--- src/rtl/ext_irq_pkg.sv ---
package ext_irq_pkg;
  localparam int IRQ_N        = 8;
  localparam int KEY_N        = 8;
  localparam int KEY_LINE     = 6;
  localparam int VEC_W        = 6;
  localparam int NMI_VEC      = 3;
  localparam int IRQ_VEC_BASE = 4;
  localparam int ADDR_W       = 2;
  localparam int DATA_W       = 8;
  localparam int PIN_W        = 1 + IRQ_N + KEY_N;

  typedef enum logic [ADDR_W-1:0] {
    REG_SENSE   = 2'd0,
    REG_ENABLE  = 2'd1,
    REG_KEYMASK = 2'd2,
    REG_NMICFG  = 2'd3
  } regAddr_t;

  // control -> datapath
  typedef struct packed {
    logic             clrNmi;
    logic [IRQ_N-1:0] clrIrq;
  } ackStrobe_t;

  // datapath -> control
  typedef struct packed {
    logic             nmiPend;
    logic [IRQ_N-1:0] irqReq;
  } reqBus_t;
endpackage

--- src/rtl/ext_irq_sync.sv ---
module ext_irq_sync #(
  parameter int   W       = 1,
  parameter logic RST_VAL = 1'b1
) (
  input  logic         clk,
  input  logic         rstN,
  input  logic [W-1:0] din,
  output logic [W-1:0] dout
);
  logic [W-1:0] stage1;
  logic [W-1:0] stage2;

  always_ff @(posedge clk or negedge rstN) begin
    if (!rstN) begin
      stage1 <= {W{RST_VAL}};
      stage2 <= {W{RST_VAL}};
    end else begin
      stage1 <= din;
      stage2 <= stage1;
    end
  end

  assign dout = stage2;
endmodule

--- src/rtl/ext_irq_datapath.sv ---
module ext_irq_datapath
  import ext_irq_pkg::*;
(
  input  logic              clk,
  input  logic              rstN,
  input  logic              nmiPin,
  input  logic [IRQ_N-1:0]  irqPin,
  input  logic [KEY_N-1:0]  keyPin,
  input  logic              wrEn,
  input  logic [ADDR_W-1:0] wrAddr,
  input  logic [DATA_W-1:0] wrData,
  input  ackStrobe_t        strobe,
  output reqBus_t           reqs
);
  logic [IRQ_N-1:0] senseEdge;
  logic [IRQ_N-1:0] lineEn;
  logic [KEY_N-1:0] keyMask;
  logic             nmiRise;

  logic [PIN_W-1:0] pinSync;
  logic             nmiSync;
  logic [IRQ_N-1:0] irqSync;
  logic [KEY_N-1:0] keySync;
  logic             keyHit;
  logic [IRQ_N-1:0] lineAct;
  logic [IRQ_N-1:0] prevAct;
  logic [IRQ_N-1:0] fallEdge;
  logic [IRQ_N-1:0] irqPend;
  logic             nmiPrev;
  logic             nmiEdge;
  logic             nmiPend;

  // configuration registers
  always_ff @(posedge clk or negedge rstN) begin
    if (!rstN) begin
      senseEdge <= '0;
      lineEn    <= '0;
      keyMask   <= '1;
      nmiRise   <= 1'b0;
    end else if (wrEn) begin
      unique case (regAddr_t'(wrAddr))
        REG_SENSE:   senseEdge <= wrData[IRQ_N-1:0];
        REG_ENABLE:  lineEn    <= wrData[IRQ_N-1:0];
        REG_KEYMASK: keyMask   <= wrData[KEY_N-1:0];
        REG_NMICFG:  nmiRise   <= wrData[0];
        default:     ;
      endcase
    end
  end

  ext_irq_sync #(.W(PIN_W), .RST_VAL(1'b1)) uSync (
    .clk  (clk),
    .rstN (rstN),
    .din  ({nmiPin, irqPin, keyPin}),
    .dout (pinSync)
  );

  assign {nmiSync, irqSync, keySync} = pinSync;
  assign keyHit = |(~keySync & ~keyMask);

  genvar gi;
  generate
    for (gi = 0; gi < IRQ_N; gi++) begin : gLine
      if (gi == KEY_LINE) begin : gKey
        assign lineAct[gi] = ~irqSync[gi] | keyHit;
      end else begin : gPlain
        assign lineAct[gi] = ~irqSync[gi];
      end
    end
  endgenerate

  assign fallEdge = lineAct & ~prevAct;
  assign nmiEdge  = nmiRise ? (nmiSync & ~nmiPrev) : (~nmiSync & nmiPrev);

  always_ff @(posedge clk or negedge rstN) begin
    if (!rstN) begin
      prevAct <= '0;
      nmiPrev <= 1'b1;
      irqPend <= '0;
      nmiPend <= 1'b0;
    end else begin
      prevAct <= lineAct;
      nmiPrev <= nmiSync;
      irqPend <= (irqPend & ~strobe.clrIrq) | (fallEdge & lineEn & senseEdge);
      nmiPend <= (nmiPend & ~strobe.clrNmi) | nmiEdge;
    end
  end

  always_comb begin
    reqs.nmiPend = nmiPend;
    for (int i = 0; i < IRQ_N; i++) begin
      reqs.irqReq[i] = lineEn[i] & (senseEdge[i] ? irqPend[i] : lineAct[i]);
    end
  end
endmodule

--- src/rtl/ext_irq_control.sv ---
module ext_irq_control
  import ext_irq_pkg::*;
(
  input  logic             clk,
  input  logic             rstN,
  input  reqBus_t          reqs,
  input  logic             globalMask,
  input  logic             ackIn,
  output logic             intReq,
  output logic [VEC_W-1:0] vecNum,
  output logic             setMask,
  output ackStrobe_t       strobe
);
  logic             winValid;
  logic [VEC_W-1:0] winVec;
  logic             accept;

  // fixed priority: nonmaskable first, then the lowest line index
  always_comb begin
    winValid = 1'b0;
    winVec   = '0;
    if (reqs.nmiPend) begin
      winValid = 1'b1;
      winVec   = VEC_W'(NMI_VEC);
    end else if (!globalMask) begin
      for (int i = IRQ_N - 1; i >= 0; i--) begin
        if (reqs.irqReq[i]) begin
          winValid = 1'b1;
          winVec   = VEC_W'(IRQ_VEC_BASE + i);
        end
      end
    end
  end

  assign accept  = intReq & ackIn;
  assign setMask = accept;

  always_ff @(posedge clk or negedge rstN) begin
    if (!rstN) begin
      intReq <= 1'b0;
      vecNum <= '0;
    end else if (intReq) begin
      if (ackIn) intReq <= 1'b0;
    end else if (winValid) begin
      intReq <= 1'b1;
      vecNum <= winVec;
    end
  end

  always_comb begin
    strobe.clrNmi = accept && (vecNum == VEC_W'(NMI_VEC));
    for (int i = 0; i < IRQ_N; i++) begin
      strobe.clrIrq[i] = accept && (vecNum == VEC_W'(IRQ_VEC_BASE + i));
    end
  end
endmodule

--- src/rtl/ext_irq_ctrl.sv ---
module ext_irq_ctrl
  import ext_irq_pkg::*;
(
  input  logic              clk,
  input  logic              rstN,
  input  logic              nmiPin,
  input  logic [IRQ_N-1:0]  irqPin,
  input  logic [KEY_N-1:0]  keyPin,
  input  logic              wrEn,
  input  logic [ADDR_W-1:0] wrAddr,
  input  logic [DATA_W-1:0] wrData,
  input  logic              globalMask,
  input  logic              ackIn,
  output logic              intReq,
  output logic [VEC_W-1:0]  vecNum,
  output logic              setMask
);
  ackStrobe_t strobe;
  reqBus_t    reqs;

  ext_irq_datapath uData (
    .clk    (clk),
    .rstN   (rstN),
    .nmiPin (nmiPin),
    .irqPin (irqPin),
    .keyPin (keyPin),
    .wrEn   (wrEn),
    .wrAddr (wrAddr),
    .wrData (wrData),
    .strobe (strobe),
    .reqs   (reqs)
  );

  ext_irq_control uCtrl (
    .clk        (clk),
    .rstN       (rstN),
    .reqs       (reqs),
    .globalMask (globalMask),
    .ackIn      (ackIn),
    .intReq     (intReq),
    .vecNum     (vecNum),
    .setMask    (setMask),
    .strobe     (strobe)
  );
endmodule

--- config.mk ---
export PLATFORM = sky130hd
export DESIGN_NAME = ext_irq_ctrl
export DESIGN_NICKNAME = d
export VERILOG_FILES = /design/src/rtl/ext_irq_pkg.sv /design/src/rtl/ext_irq_sync.sv /design/src/rtl/ext_irq_datapath.sv /design/src/rtl/ext_irq_control.sv /design/src/rtl/ext_irq_ctrl.sv
export SDC_FILE = /design/constraint.sdc
export NUM_CORES = 1
export LEC_CHECK = 0
export ABC_AREA = 1
export BUFFER_PORTS_ARGS = -buffer_cell sky130_fd_sc_hd__buf_2
export CORE_MARGIN = 4
export CORE_UTILIZATION = 40
export DETAILED_ROUTE_END_ITERATION = 6
export PLACE_DENSITY = 0.66
export SYNTH_ARGS = -nofsm -noshare
export SYNTH_HDL_FRONTEND = slang
export SYNTH_HIERARCHICAL = 1
export SYNTH_SLANG_ARGS = --single-unit
export TNS_END_PERCENT = 1
--- constraint.sdc ---
create_clock -name clk -period 1.8 [get_ports clk]
set_input_delay 0.09 -clock clk [delete_from_list [all_inputs] [get_ports clk]]
set_output_delay 0.09 -clock clk [all_outputs]
set_load 0.1 [all_outputs]
==> results.txt, run 1 <==
Outcome: finished, final reports clean
Area of the multi-input gates: 846 um2
H-Tree Depth: 3
Yosys Warn Count: 6
Pin count of the biggest net entering global routing: 47
Fillers: 698
CTS buffer count: 9
F_max: 568 MHz
Max Cap Viol: 0
Setup violations, final: 0
Worst Hold Endpoint: uData/keyMask[4]$_DFFE_PN1P_
Ys async rst share: 100%
FF-to-FF End: uCtrl/vecNum[0]$_DFFE_PN0P_
Initial Util: 41.1%
Port Buffers: 37
Post-synthesis sequential area ratio: 66.3%
Gpl congestion: 0.820
# nets final: 399
# diodes: 0
Storage element area: 0.00211 mm2
Final worst path period need: 1760 ps
Mapped Area: 0.00318 mm2
Largest stage delay on the critical path: 550 ps
Post-Syn Area per Cell: 10.5 um2
CP Class: register to register
Register bit count reported by yosys: 82
Crit path top cell by count: nand2_2
Final ANT Viol Nets: 0
Max-slew violation total from the final report: 0
Worst slew margin: 62.4%
Total gr overflow: 0
Reg2Reg Setup Slack: 40 ps
Setup repair after global routing missed its margin: true
Share of cells above drive strength 1: 38.7%
Top cells by area, synth: dfstp_2 36%, dfrtp_1 31%, nand2_1 7.0%
EDFF count, synth: 0
Req. time, crit path: 2040 ps
Clock Path Buffers: 2
Min-delay src: wrData[4]
Global-route usage over all layers: 12.9%
Core area: 0.00773 mm2
CTS tree: built
Die height: 97.1 um
Leakage power: 1.85 nW
Pwr Total: 4.78 mW
Family with the most delay on the worst path: simple AND/OR/NAND/NOR gates
DR WL/cell: 11.6 um
Final Skew: 9.51 ps
Initial antenna violation count: 0
Top_reg_cell synth: dfstp_2
Placed Area: 0.00347 mm2
Die Wd: 97.1 um
WP data arrival: 2000 ps
Cell taking the most area after synthesis: dfstp_2
Most frequent cell after synthesis: nand2_1
Cells after Synth: 302
Worst reg2reg path depth: 17
Power Dens Cells: 1230 mW/mm2
Crit-path max FO: 7
Clk slew on worst S/H paths: 90 ps
Final HPWL DP: 3790 um
Vias in the first global route: 2096
I/O pins: 40
Hold WS: 20.8 ps
Skew-Pair Late Insertion Delay: 350 ps
Die area: 0.00944 mm2
Crit-path cells: inv_2 -> nand2_2 -> nand3_2 -> nor2_2 -> nand2_2 -> nand2_1 -> nand2_1 -> inv_2 -> nand2_2 -> nor2_2 -> nand2_2 -> nand2_2 -> nand2_2 -> nand2_4 -> nand2_2 -> nand2_1 -> inv_1
Worst-margin pin slew: 563 ps
Buffers & Inverters on Critical Path: 3
Final cycle utilization of the critical path: 97.9%
Final Util: 50.2%
Clk root buf: clkbuf_8
Crit end category: register
Setup slack after layout: 38.1 ps
DRT Pass-1 Iters: 4
DRT Wirelength: 5480 um
Worst hold path class: input pin to register
DRC violations left: 0
Hold Path Depth: 3
Final Cell Area: 0.00388 mm2
Pre-CTS setup slack: 21.4 ps
Top-area cell type share of the netlist area: 35.6%
Final hold violations: 0
CP Launch Type: register
DR vias/cell: 4.46
R2R Path Start: uData/keyMask[1]$_DFFE_PN1P_
First-pass GRT wire length: 9720 um
Initial DRC count: 117
DR vias: 2112
Clock sink count: 82
VDD IR-drop max: 0.000680 V
CP max-delay cell: dfstp_2
Netlist cell types: 24
P&R area growth vs syn: 22.1%
Synth cell count leaders: 59 x nand2_1, 51 x inv_1, 43 x dfstp_2
Cell row count: 32
-- stage by stage --
step | cells | setup TNS (ps)
after detailed placement | 437 | 0
final | 474 | 0
after global placement | 437 | 0
after global routing | 474 | -189
after floorplan | 303 | 0
after CTS | 472 | 0
-- area by class of cell --
class / count / area share, %
Multi-Input combinational cell: 163 / 21.8
Sequential cell: 82 / 54.3
Clock buffer: 9 / 3.19
Tap cell: 102 / 3.29
Clock inverter: 7 / 1.64
Timing Repair Buffer: 59 / 10.6
Inverter: 52 / 5.13
-- worst max-delay path by stage --
stage | startpoint | end | slack, ps | cells past startpoint
after global placement | uData/keyMask[6]$_DFFE_PN1P_ | uCtrl/vecNum[0]$_DFFE_PN0P_ | 60 | 16
after detailed placement | uData/keyMask[0]$_DFFE_PN1P_ | uCtrl/vecNum[0]$_DFFE_PN0P_ | 20 | 17
final | uData/keyMask[1]$_DFFE_PN1P_ | uCtrl/vecNum[0]$_DFFE_PN0P_ | 40 | 17
after floorplan | uCtrl/intReq$_DFF_PN0_ | uData/irqPend[0]$_DFF_PN0_ | 3 | 5
after global routing | uData/keyMask[1]$_DFFE_PN1P_ | uCtrl/vecNum[0]$_DFFE_PN0P_ | -70 | 17
after CTS | uData/keyMask[0]$_DFFE_PN1P_ | uCtrl/vecNum[0]$_DFFE_PN0P_ | 20 | 17
-- power breakdown --
| part | total (mW) | internal, mW | switching (mW) |
|---|---|---|---|
| registers | 2.29 | 2.15 | 0.148 |
| clock network | 1.25 | 0.540 | 0.714 |
| logic | 1.23 | 0.342 | 0.891 |
-- flip-flops by register name (all words and copies together) (netlist names), 4 cells and up --
| register | cells |
|---|---|
| uCtrl/vecNum | 4 |
| uData/keyMask | 8 |
| uData/irqPend | 8 |
| uData/senseEdge | 8 |
| uData/uSync/dout | 17 |
| uData/uSync/stage1 | 17 |
| uData/lineEn | 8 |
| uData/prevAct | 8 |
-- routing by layer --
layer / vias to the layer above / wire (um) / global-route usage, %
met4: 0 / 62 / 3.89
li1: 1077 / - / -
met2: 47 / 2620 / 20.2
met3: 4 / 288 / 4.88
met1: 984 / 2510 / 16.6
met5: - / 0 / 0
-- placed cells by master (no fill, tap or decap) --
| master | netlist | layout |
|---|---|---|
| nand2_1 | 59 | 55 |
| inv_1 | 51 | 45 |
| dfstp_2 | 43 | 43 |
| dfrtp_1 | 39 | 38 |
| buf_2 | 0 | 36 |
| dlygate4sd3_1 | 0 | 19 |
| nor2_1 | 17 | 16 |
| o21ai_2 | 14 | 14 |
| o21ai_0 | 12 | 12 |
| nand3_1 | 12 | 11 |
| o21ai_1 | 11 | 11 |
| clkbuf_8 | 0 | 9 |
| nand2_2 | 5 | 9 |
| a21oi_1 | 9 | 8 |
| o22ai_1 | 7 | 7 |
| inv_6 | 0 | 6 |
| inv_2 | 1 | 6 |
| nor2_2 | 3 | 4 |
| or2_2 | 4 | 4 |
| nand3_2 | 3 | 4 |
| buf_4 | 3 | 3 |
| conb_1 | 1 | 2 |
| inv_8 | 0 | 1 |
| clkinvlp_4 | 0 | 1 |
| nand2_4 | 1 | 1 |
| nor4_1 | 1 | 1 |
| a21oi_2 | 0 | 1 |
| nand4_1 | 1 | 1 |
| o211ai_1 | 1 | 1 |
| dfrtp_2 | 0 | 1 |
| o221ai_1 | 1 | 1 |
| buf_12 | 0 | 1 |
-- tightest hold or removal path, cell delays in order --
cell     delay [ps]
buf_2            90
inv_1           100
o21ai_1          90
-- timing repair --
| item | CTS | global route |
|---|---|---|
| buffers inserted | 0 | 2 |
| pin swaps | 2 | 8 |
| hold buffers | 19 | 0 |
| hold endpoints to repair | 37 | 0 |
| endpoints found under the setup margin | 1 | 5 |
| resized for setup | 1 | 11 |
-- logic make-up after synthesis --
kind of cell	count (synthesis)	share of synthesized area (%)
buffers and inverters	58	7.91
other	1	0.118
AOI/OAI and AO/OA	55	10.8
DFF	82	66.3
and+or+nand+nor	106	14.9
Note: power is estimated with default switching activity, not from simulation.
==> inputs of run 2 (changes only) <==
- CORE_UTILIZATION: 40 -> 30
- PLACE_DENSITY: 0.66 -> 0.54
- REMOVE_ABC_BUFFERS: unset -> 1
==> results.txt, run 2 (same netlist as run 1, synthesis figures left out) <==
Switch Pwr: 1.68 mW
Max Cap Viol: 0
Clk root buf: clkbuf_8
DRC violations left: 0
P&R area growth vs syn: 23.9%
CP Launch Type: register
# nets final: 398
CP Class: register to register
Global-route usage over all layers: 9.77%
Clock sink count: 82
Pre-CTS setup slack: 12.0 ps
VDD IR-drop max: 0.000758 V
First-pass GRT wire length: 9620 um
DRT Pass-1 Iters: 4
CTS buffer count: 9
Initial DRC count: 80
Fillers: 1026
Pint: 3.19 mW
DR vias/cell: 4.07
Setup tns final: 0 ps
R2R Path Start: uData/keyMask[4]$_DFFE_PN1P_
Setup slack after layout: 120 ps
DR vias: 2064
Core area: 0.0103 mm2
Clock share of power: 28.1%
H-Tree Depth: 3
Pwr Total: 4.87 mW
Gpl congestion: 0.808
Share of cells above drive strength 1: 37.2%
Final hold violations: 0
Total gr overflow: 0
Placed Area: 0.00350 mm2
WP data arrival: 1920 ps
Outcome: finished, final reports clean
Area of the multi-input gates: 845 um2
Die Wd: 111 um
I/O pins: 40
Port Buffers: 37
CTS tree: built
Initial Util: 30.8%
Setup violations, final: 0
Crit end category: register
Register share of total power: 47.1%
Pin count of the biggest net entering global routing: 43
Critical Path Start: uData/keyMask[4]$_DFFE_PN1P_
Worst-margin pin slew: 504 ps
Req. time, crit path: 2040 ps
Setup repair after global routing missed its margin: true
Final Cell Area: 0.00394 mm2
Max-slew violation total from the final report: 0
Most frequent cells in the layout: 55 x nand2_1, 48 x inv_1, 43 x dfstp_2
Final worst path period need: 1680 ps
DRT Wirelength: 5510 um
Clk slew on worst S/H paths: 90 ps
Sw frac: 34.5%
Most common cell after layout, fill and taps aside: nand2_1
Worst hold path class: input pin to register
# diodes: 0
Power Dens Cells: 1240 mW/mm2
F_max: 595 MHz
Final cycle utilization of the critical path: 93.3%
Worst slew margin: 66.4%
Clock Path Buffers: 2
Final ANT Viol Nets: 0
Storage element area: 0.00211 mm2
Final HPWL DP: 3890 um
DR WL/cell: 10.9 um
Skew-Pair Late Insertion Delay: 350 ps
Die height: 111 um
Gate power share: 24.9%
Min-delay src: wrData[4]
Crit-path max FO: 7
Final Skew: 11.1 ps
Initial antenna violation count: 0
Die area: 0.0123 mm2
Vias in the first global route: 2032
Cell row count: 37
Leakage power: 1.87 nW
[run 2: changes by cell type in the layout (fill, tap and decap cells not counted), sizes merged]
| cell | previous run | this run |
|---|---|---|
| clkbuf | 9 | 13 |
| clkinv | 0 | 2 |
| buf | 40 | 39 |
| clkinvlp | 1 | 0 |
| inv | 58 | 53 |
[run 2: final cells by class]
| class | count | area share, % |
|---|---|---|
| inverters | 52 | 4.96 |
| well taps | 136 | 4.32 |
| clock buffers | 13 | 4.86 |
| flip-flops and latches | 82 | 53.5 |
| repair buffers | 58 | 10.3 |
| multi-input cells | 163 | 21.4 |
| clock inverters | 3 | 0.667 |
[run 2: power groups by stage]
| stage | Clock [mW] | Combinational [mW] | Sequential (mW) |
|---|---|---|---|
| 2_1_floorplan | 0 | 0.590 | 2.64 |
| 3_3_place_gp | 0 | 1.16 | 2.32 |
| 3_5_place_dp | 0 | 1.18 | 2.32 |
| 4_1_cts | 1.42 | 1.22 | 2.29 |
| 5_1_grt | 1.50 | 1.34 | 2.33 |
| 6_report | 1.37 | 1.21 | 2.29 |
[run 2: worst paths after layout]
kind,endpoint,slack [ps],cells past startpoint
min reg2reg,uData/uSync/dout[13]$_DFF_PN1_,360,0
max reg2reg,uCtrl/vecNum[0]$_DFFE_PN0P_,120,16
max,uCtrl/vecNum[0]$_DFFE_PN0P_,120,16
min,uData/keyMask[4]$_DFFE_PN1P_,20,3
min in group asynchronous,uData/senseEdge[4]$_DFFE_PN0P_,250,2
max in group asynchronous,uData/uSync/stage1[10]$_DFF_PN1_,890,3
[run 2: per-layer routing]
metal / track usage, % / vias up / routed length, um
li1: - / 1073 / -
met1: 12.8 / 942 / 2730
met2: 14.6 / 42 / 2440
met3: 4.04 / 7 / 278
met4: 3.20 / 0 / 70
met5: 0 / - / 0
[run 2: stage by stage]
stage          util, %  cells  hold WS [ps]
6_report          38.2    507          19.1
3_3_place_gp      33.9    471           103
3_5_place_dp      33.9    471           108
5_1_grt           38.2    507          17.3
4_1_cts           37.9    506          4.84
2_1_floorplan        -    297          -206
[run 2: worst max-delay path, cell delays in order, from the launching register on]
cell	delay (ps)
dfstp_2	540
or2_2	90
nand2_1	50
nor2_2	110
nand2_2	70
nand2_1	50
nand2_1	60
inv_2	60
nand2_2	60
nor2_2	90
nand2_2	60
nand2_2	60
nand2_2	60
nand2_4	80
nand2_2	40
nand2_1	50
inv_1	40
[run 2: what timing repair did]
item / CTS / global route
buffers inserted: 0 / 1
hold buffers: 19 / 0
pin swaps: 1 / 7
gates resized for setup: 3 / 7
endpoints found under the hold margin: 26 / 0
setup endpoints to repair: 1 / 5
